==> src/rtl/irq_line_router.sv <==
module irq_line_router #(
  parameter int NUM_IRQ = 96,
  parameter int NUM_CPU = 2,
  parameter int IN_W    = 160
) (
  input  logic                    clk,
  input  logic                    rst_n,
  input  logic [IN_W-1:0]         irq_in,
  input  logic                    cfg_we,
  input  logic [NUM_IRQ-33:0]     cfg_spi_edge,
  input  logic [NUM_CPU*32-1:0]   cfg_ppi_edge,
  input  logic [NUM_IRQ-33:0]     clr_spi,
  input  logic [NUM_CPU*32-1:0]   clr_ppi,
  output logic [NUM_IRQ-33:0]     spi_pend,
  output logic [NUM_CPU*32-1:0]   ppi_pend,
  output logic [NUM_CPU:0]        upd_mask,
  output logic                    wire_err
);
  localparam int NSPI  = NUM_IRQ - 32;
  localparam int LOC_W = NUM_CPU * 32;
  localparam int EXTRA = IN_W - NSPI - LOC_W;

  function automatic logic [LOC_W-1:0] legal_mask();
    logic [LOC_W-1:0] m;
    m = '0;
    for (int j = 0; j < LOC_W; j++) m[j] = (j % 32) >= 16;
    return m;
  endfunction

  localparam logic [LOC_W-1:0] LEGAL = legal_mask();

  logic [NSPI-1:0]  spi_in, spi_lvl, spi_edge, spi_pl, spi_chg;
  logic [LOC_W-1:0] ppi_raw, ppi_in, ppi_lvl, ppi_edge, ppi_pl, ppi_chg;
  logic [NUM_CPU:0] bank_chg;
  logic             extra_hit, bad_now;

  assign spi_in  = irq_in[NSPI-1:0];
  assign ppi_raw = irq_in[NSPI +: LOC_W];
  assign ppi_in  = ppi_raw & LEGAL;
  assign spi_chg = spi_in ^ spi_lvl;
  assign ppi_chg = ppi_in ^ ppi_lvl;

  if (EXTRA > 0) begin : g_extra
    assign extra_hit = |irq_in[IN_W-1:NSPI+LOC_W];
  end else begin : g_noextra
    assign extra_hit = 1'b0;
  end

  assign bad_now = extra_hit | (|(ppi_raw & ~LEGAL));

  assign bank_chg[0] = |spi_chg;
  for (genvar c = 0; c < NUM_CPU; c++) begin : g_bank
    assign bank_chg[c+1] = |ppi_chg[c*32 +: 32];
  end

  always_ff @(posedge clk or negedge rst_n) begin
    if (!rst_n) begin
      spi_lvl  <= '0;
      spi_edge <= '0;
      spi_pl   <= '0;
      ppi_lvl  <= '0;
      ppi_edge <= '0;
      ppi_pl   <= '0;
      upd_mask <= '0;
      wire_err <= 1'b0;
    end else begin
      spi_lvl  <= spi_in;
      ppi_lvl  <= ppi_in;
      spi_pl   <= (spi_pl & ~clr_spi) | (spi_chg & spi_in & spi_edge);
      ppi_pl   <= (ppi_pl & ~clr_ppi) | (ppi_chg & ppi_in & ppi_edge);
      upd_mask <= bank_chg;
      wire_err <= bad_now;
      if (cfg_we) begin
        spi_edge <= cfg_spi_edge;
        ppi_edge <= cfg_ppi_edge & LEGAL;
      end
    end
  end

  assign spi_pend = spi_pl | (spi_lvl & ~spi_edge);
  assign ppi_pend = ppi_pl | (ppi_lvl & ~ppi_edge);
endmodule

==> config.mk <==
export PLATFORM = sky130hd
export DESIGN_NAME = irq_line_router
export DESIGN_NICKNAME = d
export VERILOG_FILES = /design/src/rtl/irq_line_router.sv
export SDC_FILE = /design/constraint.sdc
export NUM_CORES = 1
export LEC_CHECK = 0
export BUFFER_PORTS_ARGS = -buffer_cell sky130_fd_sc_hd__buf_2
export CORE_AREA = 2 2 217 219
export CTS_CLUSTER_DIAMETER = 120
export DETAILED_ROUTE_END_ITERATION = 12
export DIE_AREA = 0 0 219 221
export GPL_ROUTABILITY_DRIVEN = 0
export GPL_TIMING_DRIVEN = 0
export PLACE_DENSITY_LB_ADDON = 0.25
export SYNTH_ARGS = -nofsm -noshare
export SYNTH_HDL_FRONTEND = slang
export SYNTH_SLANG_ARGS = --single-unit
==> constraint.sdc <==
create_clock -name clk -period 1.2 [get_ports clk]
set_input_delay 0.06 -clock clk [delete_from_list [all_inputs] [get_ports clk]]
set_output_delay 0.06 -clock clk [all_outputs]
set_load 0.01 [all_outputs]
==> flow_metrics.tcl <==
set metrics [dict create \
    timing.reg2reg.setup_slack_ns -0.31 \
    finalMaxSlewViolations 0 \
    grt_pass1_wl_um 65800 \
    num_vias 11800 \
    powerDensity_nw_per_um2 1270 \
    p_int_mw 21.6 \
    track_usage_pct 17.3 \
    synth_flop_cell "dfrtp_1" \
    final_hold_viol_count 1 \
    drc_errors 0 \
    worstSkewPairLatency_ns 0.56 \
    end_kind "register" \
    tightest_slew_ns 0.635 \
    r2r-start "spi_lvl[5]$_DFF_PN0_" \
    min_path_cells 4 \
    post-route-period-util_pct 125 \
    nNetsFinal 2620 \
    fin_setup_tns_ns -37.35 \
    yosys_warnings 0 \
    first_iter_violations 357 \
    dp_cells 2250 \
    synth_seq_area_share_pct 61.1 \
    syn-cell-area_sq_um 13300 \
    rows 79 \
    syn-num-nets 1638 \
    hold_slack_ns -0.130 \
    rsz0062_at_grt "true" \
    min_period_ns 1.51 \
    fin_cells 2749 \
    num_io_pins 551 \
    initial_core_util_pct 28.8 \
    place_ws_ns -0.733 \
    fin_skew_ns 0.0224 \
    yosysMostFrequentCell "dfrtp_1" \
    dp_hpwl_um 29800 \
    arrival_ns 1.90 \
    cts_sinks 324 \
    status "complete, but fails checks" \
    drv_cap 0 \
    first_global_vias 12700 \
    clk_path_buf_depth 3 \
    violations "negative hold slack, negative setup slack" \
    finalInstanceArea_sq_um 22800 \
    layout-drive-gt1-share_pct 42.9 \
    synth_cells 1123 \
    synth-edff-count 0 \
    utilization_pct 49.5 \
    antenna_found_initial 7 \
    crit_fanout 2 \
    rr_worst_depth 5 \
    overflow 0 \
    critPathKind "reg2reg" \
    coreArea_sq_um 46100 \
    p_leak_nw 11.3 \
    dr.pass1.iters 4 \
    power.share.switching_pct 25.4 \
    synthToLayoutAreaGrowth_pct 71.9 \
    htree_levels 2 \
    wire_per_inst_um 15.9 \
    portBuffers 517 \
    max-vdd-ir-drop_uv 1180 \
    fp.dieW_um 219 \
    max-slew-margin-rel_pct 57.7 \
    rr_endpoint "upd_mask[0]$_DFF_PN0_" \
    cts_tree "yes" \
    clock-root-buffer "clkbuf_16" \
    synth_common_cells "dfrtp_1 (324), inv_1 (192), o21ai_0 (192)" \
    share_comb_of_total_power_pct 17.6 \
    crit_start "spi_lvl[5]$_DFF_PN0_" \
    wl_um 43600 \
    yosys.area.top_type "dfrtp_1" \
    dieHeight_um 221 \
    power.total_mw 29.0 \
    clkPwrFrac_pct 40.6 \
    endpoint "upd_mask[0]$_DFF_PN0_" \
    drtAntennaViolNets 0 \
    dpl_cell_area_sq_um 16700 \
    avgViaCountPerCell 4.28 \
    startpoint_type "register" \
    grt_max_degree 111 \
    synth_seq_cells 324 \
    critPathRequiredTime_ns 1.60 \
    synthArstFlopShare_pct 100 \
    power_switching_mw 7.37 \
    syn_area_per_cell_sq_um 11.8 \
    fmax_mhz 664 \
    hp-class "in2reg" \
    die_area_sq_um 48400 \
    clkTransAtPathRegs_ns 0.05 \
    fin_ws_ns -0.305 \
    ys_types 14 \
    synth_area_leaders "dfrtp_1 (61%), ha_1 (9.1%), mux2_2 (8.1%)" \
    power_frac_seq_pct 41.7 \
    synth_top_area_share_pct 61.1 \
    setup_viol 343 \
    cts_buffers 39 \
]
[layer usage]
metal / share of wire (%) / track usage [%] / vias up
met5: 0.025 / 0 / -
met4: 3.1 / 6.15 / 2
met3: 7.2 / 5.24 / 94
met2: 50 / 30.3 / 403
met1: 39 / 19.7 / 5589
li1: - / - / 5669
[cell usage in the layout, fill, tap and decap left out, types with 42 or more instances in the layout]
cell type / synthesis / final
inv_1: 192 / 133
dlygate4sd3_1: 0 / 340
inv_2: 0 / 59
ha_1: 96 / 78
mux2_2: 96 / 96
buf_6: 0 / 45
dfrtp_1: 324 / 324
buf_4: 36 / 111
nand2_1: 96 / 96
o21ai_1: 0 / 63
buf_2: 6 / 476
o21ai_0: 192 / 96
clkbuf_16: 0 / 42
[power groups by stage]
stage                     logic [mW]  registers (mW)  clock network [mW]
after detailed placement        3.26            12.3                   0
after global routing            5.65            12.2                12.6
after global placement          3.16            12.3                   0
after CTS                       4.80            12.1                12.1
after floorplan                 1.43            12.2                   0
final                           5.11            12.1                11.8
[flip-flops by register name (all words and copies together) (netlist names)]
signal    cells
wire_err      1
spi_pl       64
ppi_pl       64
spi_edge     64
ppi_lvl      32
upd_mask      3
ppi_edge     32
spi_lvl      64
[timing repair]
action | in CTS | in global routing
hold buffers | 336 | 11
endpoints found under the hold margin | 564 | 87
pin swaps | 32 | 56
cloned | 0 | 3
resized for setup | 180 | 92
buffers inserted | 75 | 29
setup endpoints to repair | 131 | 275
[worst max-delay path, stage by stage, from the launching register on]
cell     delay [ns]
dfrtp_1        0.33
inv_1          0.05
ha_1           0.26
nand4_1        0.19
nor4_4         0.38
nand4_1        0.13
[worst min path at each step]
stage,start,to,slack [ns]
2_1_floorplan,rst_n,ppi_edge[16]$_DFFE_PN0P_,-0.24
3_3_place_gp,irq_in[113],ppi_lvl[49]$_DFF_PN0_,0.19
3_5_place_dp,rst_n,spi_edge[14]$_DFFE_PN0P_,-0.06
4_1_cts,irq_in[131],wire_err$_DFF_PN0_,-0.19
5_1_grt,irq_in[148],wire_err$_DFF_PN0_,-0.16
6_report,irq_in[138],wire_err$_DFF_PN0_,-0.13
[area by class of cell]
cell class / count / area, sq um
tap: 607 / 759
clock inverter: 13 / 140
fill: 4116 / 23200
inverter: 192 / 721
timing repair buffer: 973 / 7310
sequential: 324 / 8110
clock buffer: 58 / 1140
buffer: 11 / 63.8
antenna: 7 / 17.5
multi-input combinational: 564 / 4560
[cells by family after synthesis]
| family | Yosys count | synth area share (%) |
|---|---|---|
| flip-flops | 324 | 61.1 |
| buffers and inverters | 235 | 7.72 |
| AO/OA/AOI/OAI | 192 | 7.24 |
| AND/OR/NAND/NOR | 180 | 6.75 |
| multiplexers | 96 | 8.15 |
| adder cells (fa/ha/maj) | 96 | 9.05 |
(Power assumes the default switching activity.)
